## config.mk

```make
export PLATFORM = sky130hd
export DESIGN_NAME = ds3_oh_monitor
export DESIGN_NICKNAME = d
export VERILOG_FILES = /design/src/rtl/ds3_oh_pkg.sv /design/src/rtl/ds3_oh_status.sv /design/src/rtl/ds3_febe_counter.sv /design/src/rtl/ds3_irq_regs.sv /design/src/rtl/ds3_oh_monitor.sv
export SDC_FILE = /design/constraint.sdc
export NUM_CORES = 1
export LEC_CHECK = 0
export CORE_MARGIN = 10
export CORE_UTILIZATION = 35
export CTS_CLUSTER_DIAMETER = 30
export DETAILED_ROUTE_END_ITERATION = 8
export DONT_BUFFER_PORTS = 1
export GPL_ROUTABILITY_DRIVEN = 0
export MAX_ROUTING_LAYER = met4
export PLACE_DENSITY_LB_ADDON = 0.3
export SETUP_SLACK_MARGIN = 0.05
export SLEW_MARGIN = 40
export SYNTH_ARGS = -nofsm -noshare
export SYNTH_HDL_FRONTEND = slang
export SYNTH_SLANG_ARGS = --single-unit
```

## constraint.sdc

```tcl
create_clock -name clk_i -period 1.95 [get_ports clk_i]
set_clock_uncertainty 0.05 [all_clocks]
set_input_delay 0.195 -clock clk_i [delete_from_list [all_inputs] [get_ports clk_i]]
set_output_delay 0.195 -clock clk_i [all_outputs]
set_load 0.01 [all_outputs]
```

## src/rtl/ds3_oh_pkg.sv

```systemverilog
package ds3_oh_pkg;
  localparam int ADDR_W = 3;
  localparam int DATA_W = 8;
  localparam int FEBE_W = 3;
  localparam int N_FLAG = 8;

  localparam logic [ADDR_W-1:0] OFF_STATUS = 3'd0;
  localparam logic [ADDR_W-1:0] OFF_FLAGS  = 3'd1;
  localparam logic [ADDR_W-1:0] OFF_ENABLE = 3'd2;
  localparam logic [ADDR_W-1:0] OFF_CNT_LO = 3'd3;
  localparam logic [ADDR_W-1:0] OFF_CNT_HI = 3'd4;

  // flag bit positions, fixed by the register layout
  localparam int FL_PBIT  = 0;
  localparam int FL_OOF   = 1;
  localparam int FL_AIC   = 2;
  localparam int FL_FERF  = 3;
  localparam int FL_IDLE  = 4;
  localparam int FL_AIS   = 5;
  localparam int FL_LOS   = 6;
  localparam int FL_CPBIT = 7;
endpackage

```

## src/rtl/ds3_oh_status.sv

```systemverilog
module ds3_oh_status #(
  parameter int FEBE_W = 3
) (
  input  logic              clk_i,
  input  logic              rst_ni,
  input  logic              frame_vld_i,
  input  logic [1:0]        x_bits_i,
  input  logic              aic_i,
  input  logic [FEBE_W-1:0] febe_i,
  output logic              ferf_o,
  output logic              aic_o,
  output logic [FEBE_W-1:0] febe_o,
  output logic              ferf_chg_o,
  output logic              aic_chg_o
);
  logic ferf_d;

  always_comb begin
    ferf_d = ferf_o;
    if (frame_vld_i) begin
      if (x_bits_i == 2'b00)      ferf_d = 1'b1;
      else if (x_bits_i == 2'b11) ferf_d = 1'b0;
    end
  end

  assign ferf_chg_o = ferf_d != ferf_o;
  assign aic_chg_o  = frame_vld_i && (aic_i != aic_o);

  always_ff @(posedge clk_i or negedge rst_ni) begin
    if (!rst_ni) begin
      ferf_o <= 1'b0;
      aic_o  <= 1'b0;
      febe_o <= '0;
    end else begin
      ferf_o <= ferf_d;
      if (frame_vld_i) begin
        aic_o  <= aic_i;
        febe_o <= febe_i;
      end
    end
  end

  a_r1_ferf_set: assert property (@(posedge clk_i) disable iff (!rst_ni)
    frame_vld_i && x_bits_i == 2'b00 |=> ferf_o);
  a_r1_ferf_hold: assert property (@(posedge clk_i) disable iff (!rst_ni)
    frame_vld_i && (x_bits_i == 2'b01 || x_bits_i == 2'b10) |=> $stable(ferf_o));
  a_r2_ferf_clear: assert property (@(posedge clk_i) disable iff (!rst_ni)
    frame_vld_i && x_bits_i == 2'b11 |=> !ferf_o);
  a_r4_aic_capture: assert property (@(posedge clk_i) disable iff (!rst_ni)
    frame_vld_i |=> aic_o == $past(aic_i));
endmodule

```

## src/rtl/ds3_febe_counter.sv

```systemverilog
module ds3_febe_counter #(
  parameter int FEBE_W = 3,
  parameter int DATA_W = 8,
  localparam int CNT_W = 2 * DATA_W
) (
  input  logic              clk_i,
  input  logic              rst_ni,
  input  logic              frame_vld_i,
  input  logic [FEBE_W-1:0] febe_i,
  input  logic              clr_i,
  output logic [CNT_W-1:0]  cnt_o,
  output logic [DATA_W-1:0] hi_snap_o
);
  logic err, inc;

  assign err = frame_vld_i && (febe_i != {FEBE_W{1'b1}});
  assign inc = err && (clr_i || cnt_o != {CNT_W{1'b1}});

  always_ff @(posedge clk_i or negedge rst_ni) begin
    if (!rst_ni) begin
      cnt_o     <= '0;
      hi_snap_o <= '0;
    end else if (clr_i) begin
      hi_snap_o <= cnt_o[CNT_W-1:DATA_W];
      cnt_o     <= {{(CNT_W-1){1'b0}}, inc};
    end else if (inc) begin
      cnt_o <= cnt_o + 1'b1;
    end
  end

  a_r5_clean_frame: assert property (@(posedge clk_i) disable iff (!rst_ni)
    frame_vld_i && febe_i == {FEBE_W{1'b1}} && !clr_i |=> $stable(cnt_o));
  a_r7_saturate: assert property (@(posedge clk_i) disable iff (!rst_ni)
    cnt_o == {CNT_W{1'b1}} && !clr_i |=> cnt_o == {CNT_W{1'b1}});
  a_r8_clear_low: assert property (@(posedge clk_i) disable iff (!rst_ni)
    clr_i |=> cnt_o <= 1 && hi_snap_o == $past(cnt_o[CNT_W-1:DATA_W]));
endmodule

```

## src/rtl/ds3_irq_regs.sv

```systemverilog
module ds3_irq_regs #(
  parameter int N_FLAG = 8
) (
  input  logic              clk_i,
  input  logic              rst_ni,
  input  logic [N_FLAG-1:0] ev_i,
  input  logic              clr_i,
  input  logic              en_wr_i,
  input  logic [N_FLAG-1:0] en_wdata_i,
  output logic [N_FLAG-1:0] flags_o,
  output logic [N_FLAG-1:0] en_o,
  output logic              irq_o
);
  always_ff @(posedge clk_i or negedge rst_ni) begin
    if (!rst_ni) begin
      flags_o <= '0;
      en_o    <= '0;
    end else begin
      flags_o <= (clr_i ? '0 : flags_o) | ev_i;
      if (en_wr_i) en_o <= en_wdata_i;
    end
  end

  assign irq_o = |(flags_o & en_o);

  a_r11_event_sticky: assert property (@(posedge clk_i) disable iff (!rst_ni)
    |ev_i |=> (flags_o & $past(ev_i)) == $past(ev_i));
  a_r10_clear_on_read: assert property (@(posedge clk_i) disable iff (!rst_ni)
    clr_i && ev_i == '0 |=> flags_o == '0);
  a_r12_no_irq_masked: assert property (@(posedge clk_i) disable iff (!rst_ni)
    en_wr_i && en_wdata_i == '0 |=> !irq_o);
endmodule

```

## src/rtl/ds3_oh_monitor.sv

```systemverilog
module ds3_oh_monitor
  import ds3_oh_pkg::*;
(
  input  logic              clk_i,
  input  logic              rst_ni,
  input  logic              frame_vld_i,
  input  logic [1:0]        x_bits_i,
  input  logic              aic_i,
  input  logic [2:0]        febe_i,
  input  logic              ev_pbit_i,
  input  logic              ev_cpbit_i,
  input  logic              ev_los_i,
  input  logic              ev_ais_i,
  input  logic              ev_idle_i,
  input  logic              ev_oof_i,
  input  logic [2:0]        addr_i,
  input  logic              rd_en_i,
  input  logic              wr_en_i,
  input  logic [7:0]        wdata_i,
  output logic [7:0]        rdata_o,
  output logic              irq_o
);
  localparam int CNT_W = 2 * DATA_W;

  logic              ferf, aic, ferf_chg, aic_chg;
  logic [FEBE_W-1:0] febe_last;
  logic [CNT_W-1:0]  cnt;
  logic [DATA_W-1:0] hi_snap;
  logic [N_FLAG-1:0] ev, flags, en;
  logic              rd_lo, rd_flags, wr_en_reg;

  assign rd_lo     = rd_en_i && addr_i == OFF_CNT_LO;
  assign rd_flags  = rd_en_i && addr_i == OFF_FLAGS;
  assign wr_en_reg = wr_en_i && addr_i == OFF_ENABLE;

  always_comb begin
    ev           = '0;
    ev[FL_PBIT]  = ev_pbit_i;
    ev[FL_OOF]   = ev_oof_i;
    ev[FL_AIC]   = aic_chg;
    ev[FL_FERF]  = ferf_chg;
    ev[FL_IDLE]  = ev_idle_i;
    ev[FL_AIS]   = ev_ais_i;
    ev[FL_LOS]   = ev_los_i;
    ev[FL_CPBIT] = ev_cpbit_i;
  end

  ds3_oh_status #(.FEBE_W(FEBE_W)) u_status (
    .clk_i, .rst_ni, .frame_vld_i, .x_bits_i, .aic_i, .febe_i,
    .ferf_o(ferf), .aic_o(aic), .febe_o(febe_last),
    .ferf_chg_o(ferf_chg), .aic_chg_o(aic_chg)
  );

  ds3_febe_counter #(.FEBE_W(FEBE_W), .DATA_W(DATA_W)) u_cnt (
    .clk_i, .rst_ni, .frame_vld_i, .febe_i, .clr_i(rd_lo),
    .cnt_o(cnt), .hi_snap_o(hi_snap)
  );

  ds3_irq_regs #(.N_FLAG(N_FLAG)) u_irq (
    .clk_i, .rst_ni, .ev_i(ev), .clr_i(rd_flags), .en_wr_i(wr_en_reg),
    .en_wdata_i(wdata_i), .flags_o(flags), .en_o(en), .irq_o
  );

  always_comb begin
    unique case (addr_i)
      OFF_STATUS: rdata_o = {3'b000, ferf, aic, febe_last};
      OFF_FLAGS:  rdata_o = flags;
      OFF_ENABLE: rdata_o = en;
      OFF_CNT_LO: rdata_o = cnt[DATA_W-1:0];
      OFF_CNT_HI: rdata_o = hi_snap;
      default:    rdata_o = '0;
    endcase
  end

  a_r3_ferf_flag: assert property (@(posedge clk_i) disable iff (!rst_ni)
    ferf != $past(ferf) |-> flags[FL_FERF]);
  a_r9_status_top_zero: assert property (@(posedge clk_i) disable iff (!rst_ni)
    addr_i == OFF_STATUS |-> rdata_o[7:5] == 3'b000);
endmodule

```

==> run metrics <==
HP Class=primary input to flip-flop; initial drt markers=143; critical path capture point type=flip-flop; portion of the post-synthesis area used by sequential elements=48.2%; number of antenna violations at the first check in global routing=0; boundary pin count=37; number of rows in the core area=29; share of the core filled with cells in the final layout=a little over two fifths; clk sink count=45; P&R area growth vs syn=20.3%; max-capacitance violation count=0; die height=102 um; data required time of the critical path=2140 ps; antenna violation net count after detailed routing=0; final count of hold timing violations=0; share of the synthesized area in compound gates (AO/OA/AOI/OAI)=14.8%; share of synthesized registers carrying an async set or reset=100%; routed via count divided by cell count=about 5.4; Net Count, Synth=around 260; share of final-layout standard cells stronger than drive strength 1=15.8%; setup slack at placement=40.7 ps; register bit total from synthesis=45; critical path endpoint=u_cnt.cnt_o[15]; leakage power=1.23 nW; terminus of the critical flop-to-flop path=u_cnt.cnt_o[15]; mux cell area share after synthesis=12.2%; Most used DFF post-synth=sky130_fd_sc_hd__dfrtp_1; post-synthesis simple-gate area fraction=17.6%; maximum resistive drop on vdd=0.427 mV; clock slew at the register clock pins of the worst setup and hold paths=80 ps; cell area after synthesis=2330 um^2; maximum number of pins on one net before global-route repair=46; number of buffers added on ports=0; largest family of logic cells by synthesized area=simple AND/OR/NAND/NOR gates; power per standard cell area=806 nW/um^2; headroom to the max-slew limit=between 50% and 60%; type of element launching the critical path=flip-flop; number of slew-limit violations in the final report=0; post-synthesis cell type count=38; estimated wirelength of the detail-placed design=between 4 and 5 mm; FF-to-FF path depth=6; number of antenna repair diodes=0; effective utilization at floorplan=36.4%; GRT Total Usage=12.4%; startpoint of the worst-slack reg-to-reg timing path=u_cnt.cnt_o[0]; unrepaired setup endpoints after global routing=false; number of instances in the synthesized netlist=229; clock insertion delay at the later pin of the skew report=around 310 ps; Synth Area in XOR/XNOR=3.38%; core area=6420 um^2; sum of negative setup slack=0 ps; share of the synthesized area in the top cell type=48.2%; highest attainable clock frequency=around 570 MHz; worst setup path class=flip-flop to flip-flop; synthesized area per cell=10.2 um^2; library cell with the largest summed area after synthesis=sky130_fd_sc_hd__dfrtp_1; Post-Synth Adder-Cell Area=0.536%; Wirelength per Cell=17.2 um; Finish-stage setup viols=0; buffer type at the clock tree root=sky130_fd_sc_hd__clkbuf_8; Synth area leaders=sky130_fd_sc_hd__dfrtp_1 (48%), sky130_fd_sc_hd__mux2i_1 (6.4%), sky130_fd_sc_hd__mux2_2 (5.8%); share of the cycle needed by the critical path after routing=90.5%; CTS Buffer Depth=2; overall die area=10300 um^2; level count of the clock H-tree=2; transition time at the pin with the least slew margin=613 ps; Setup WS post-layout=around 180 ps; global-route wire length before repair=roughly 10 mm; DRC Markers=0; number of enable flip-flop cells after synthesis=0; width of the die=between 100 and 150 um; Worst R2R Setup Slack=~180 ps; Post-Route WL=approximately 5.8 mm; run status=complete, no violations; vias in the first global route=1865; 1st-pass router iterations=5; Critical path origin=u_cnt.cnt_o[0]; critical path data arrival time=~2000 ps; nets=287; number of vias in the routed layout=1803; count of synthesis-stage warnings from yosys=0; final critical path time including I/O delays and setup=between 1500 and 2000 ps; Remaining Overflow, GRT=0; total clock buffers created by CTS=5; CTS tree=done; largest driver fanout on the critical path=5
-- stage by stage --
stage	instances	total power, W	cell area [um^2]	hold slack, ps
after CTS	336	0.00229	2810	35.6
after global routing	336	0.00240	2810	51.9
after floorplan	229	0.00145	2330	-151
final	336	0.00226	2810	37.0
after global placement	306	0.00157	2460	-148
after detailed placement	306	0.00158	2460	-148
-- layout by cell type (no fill, tap or decap), drive strengths merged, types with 11 or more instances in the layout --
cell type / count
dfrtp: 45
a21oi: 13
buf: 14
dlygate4sd3: 21
nor2: 15
mux2i: 15
nand3: 11
nand2: 32
mux2: 12
-- how the worst min path moves through the flow --
stage,from,end,depth (start not counted)
6_report,x_bits_i[0],u_status.ferf_o,3
5_1_grt,frame_vld_i,u_cnt.cnt_o[2],2
4_1_cts,x_bits_i[0],u_status.ferf_o,3
3_5_place_dp,rst_ni,u_cnt.cnt_o[15],0
3_3_place_gp,rst_ni,u_cnt.cnt_o[15],0
2_1_floorplan,rst_ni,u_cnt.cnt_o[0],0
-- metal layers --
layer  track usage [%]  part of all wire, %  wire (um)  up-vias
met5                 -                    0          0        -
met4              4.07                  1.5         84        0
met3              3.81                  6.3        363        5
met2              18.2                   45       2580       43
met1              15.8                   48       2760      872
li1                  -                    -          -      883
-- final cells by class --
cell class | instances | area [um^2]
fillers | 598 | 3610
well taps | 77 | 96.3
flip-flops and latches | 45 | 1130
clock buffers | 7 | 96.3
clock inverters | 1 | 5.00
repair buffers | 35 | 335
multi-input cells | 168 | 1140
inverters | 3 | 11.3
-- synthesized netlist by cell type (all sizes together), types with 4 or more instances --
library cell / instances
a21oi: 13
nand2: 32
nand4: 4
o21ai: 4
o22ai: 8
and3: 5
clkbuf: 10
nor2: 15
a21o: 8
mux2i: 15
dfrtp: 45
xnor2: 8
a22oi: 7
nand3: 11
mux2: 12
-- state kept, by name (all words and copies together), names as in the netlist --
signal,cells
u_cnt.hi_snap_o,8
u_irq.flags_o,8
u_status.ferf_o,1
u_cnt.cnt_o,16
u_status.aic_o,1
u_status.febe_o,3
u_irq.en_o,8
-- repair_timing --
| item | 4_1_cts | 5_1_grt |
|---|---|---|
| endpoints found under the setup margin | 1 | 8 |
| buffers inserted | 0 | 0 |
| endpoints found under the hold margin | 66 | 0 |
| hold buffers | 22 | 0 |
| gates resized for setup | 1 | 1 |
| pin swaps | 0 | 1 |
-- critical path, cell delays in order (launching register included) --
cell	delay, ps
sky130_fd_sc_hd__dfrtp_1	380
sky130_fd_sc_hd__ha_1	200
sky130_fd_sc_hd__and2_1	210
sky130_fd_sc_hd__a2111oi_4	420
sky130_fd_sc_hd__buf_4	200
sky130_fd_sc_hd__nand3_1	90
sky130_fd_sc_hd__a21oi_2	140
-- power by group --
group          leakage (nW)  internal, W  switching (W)
Clock                0.0542     0.000321       0.000321
Sequential            0.552      0.00105      0.0000974
Combinational         0.626     0.000246       0.000226
Total                  1.23      0.00162       0.000645
-- cells by family after synthesis --
family          Yosys count
compound gates           49
xor+xnor                  9
fa+ha+maj                 1
buf+inv                  16
flops                    45
mux                      27
simple gates             82
(Power assumes the default switching activity.)
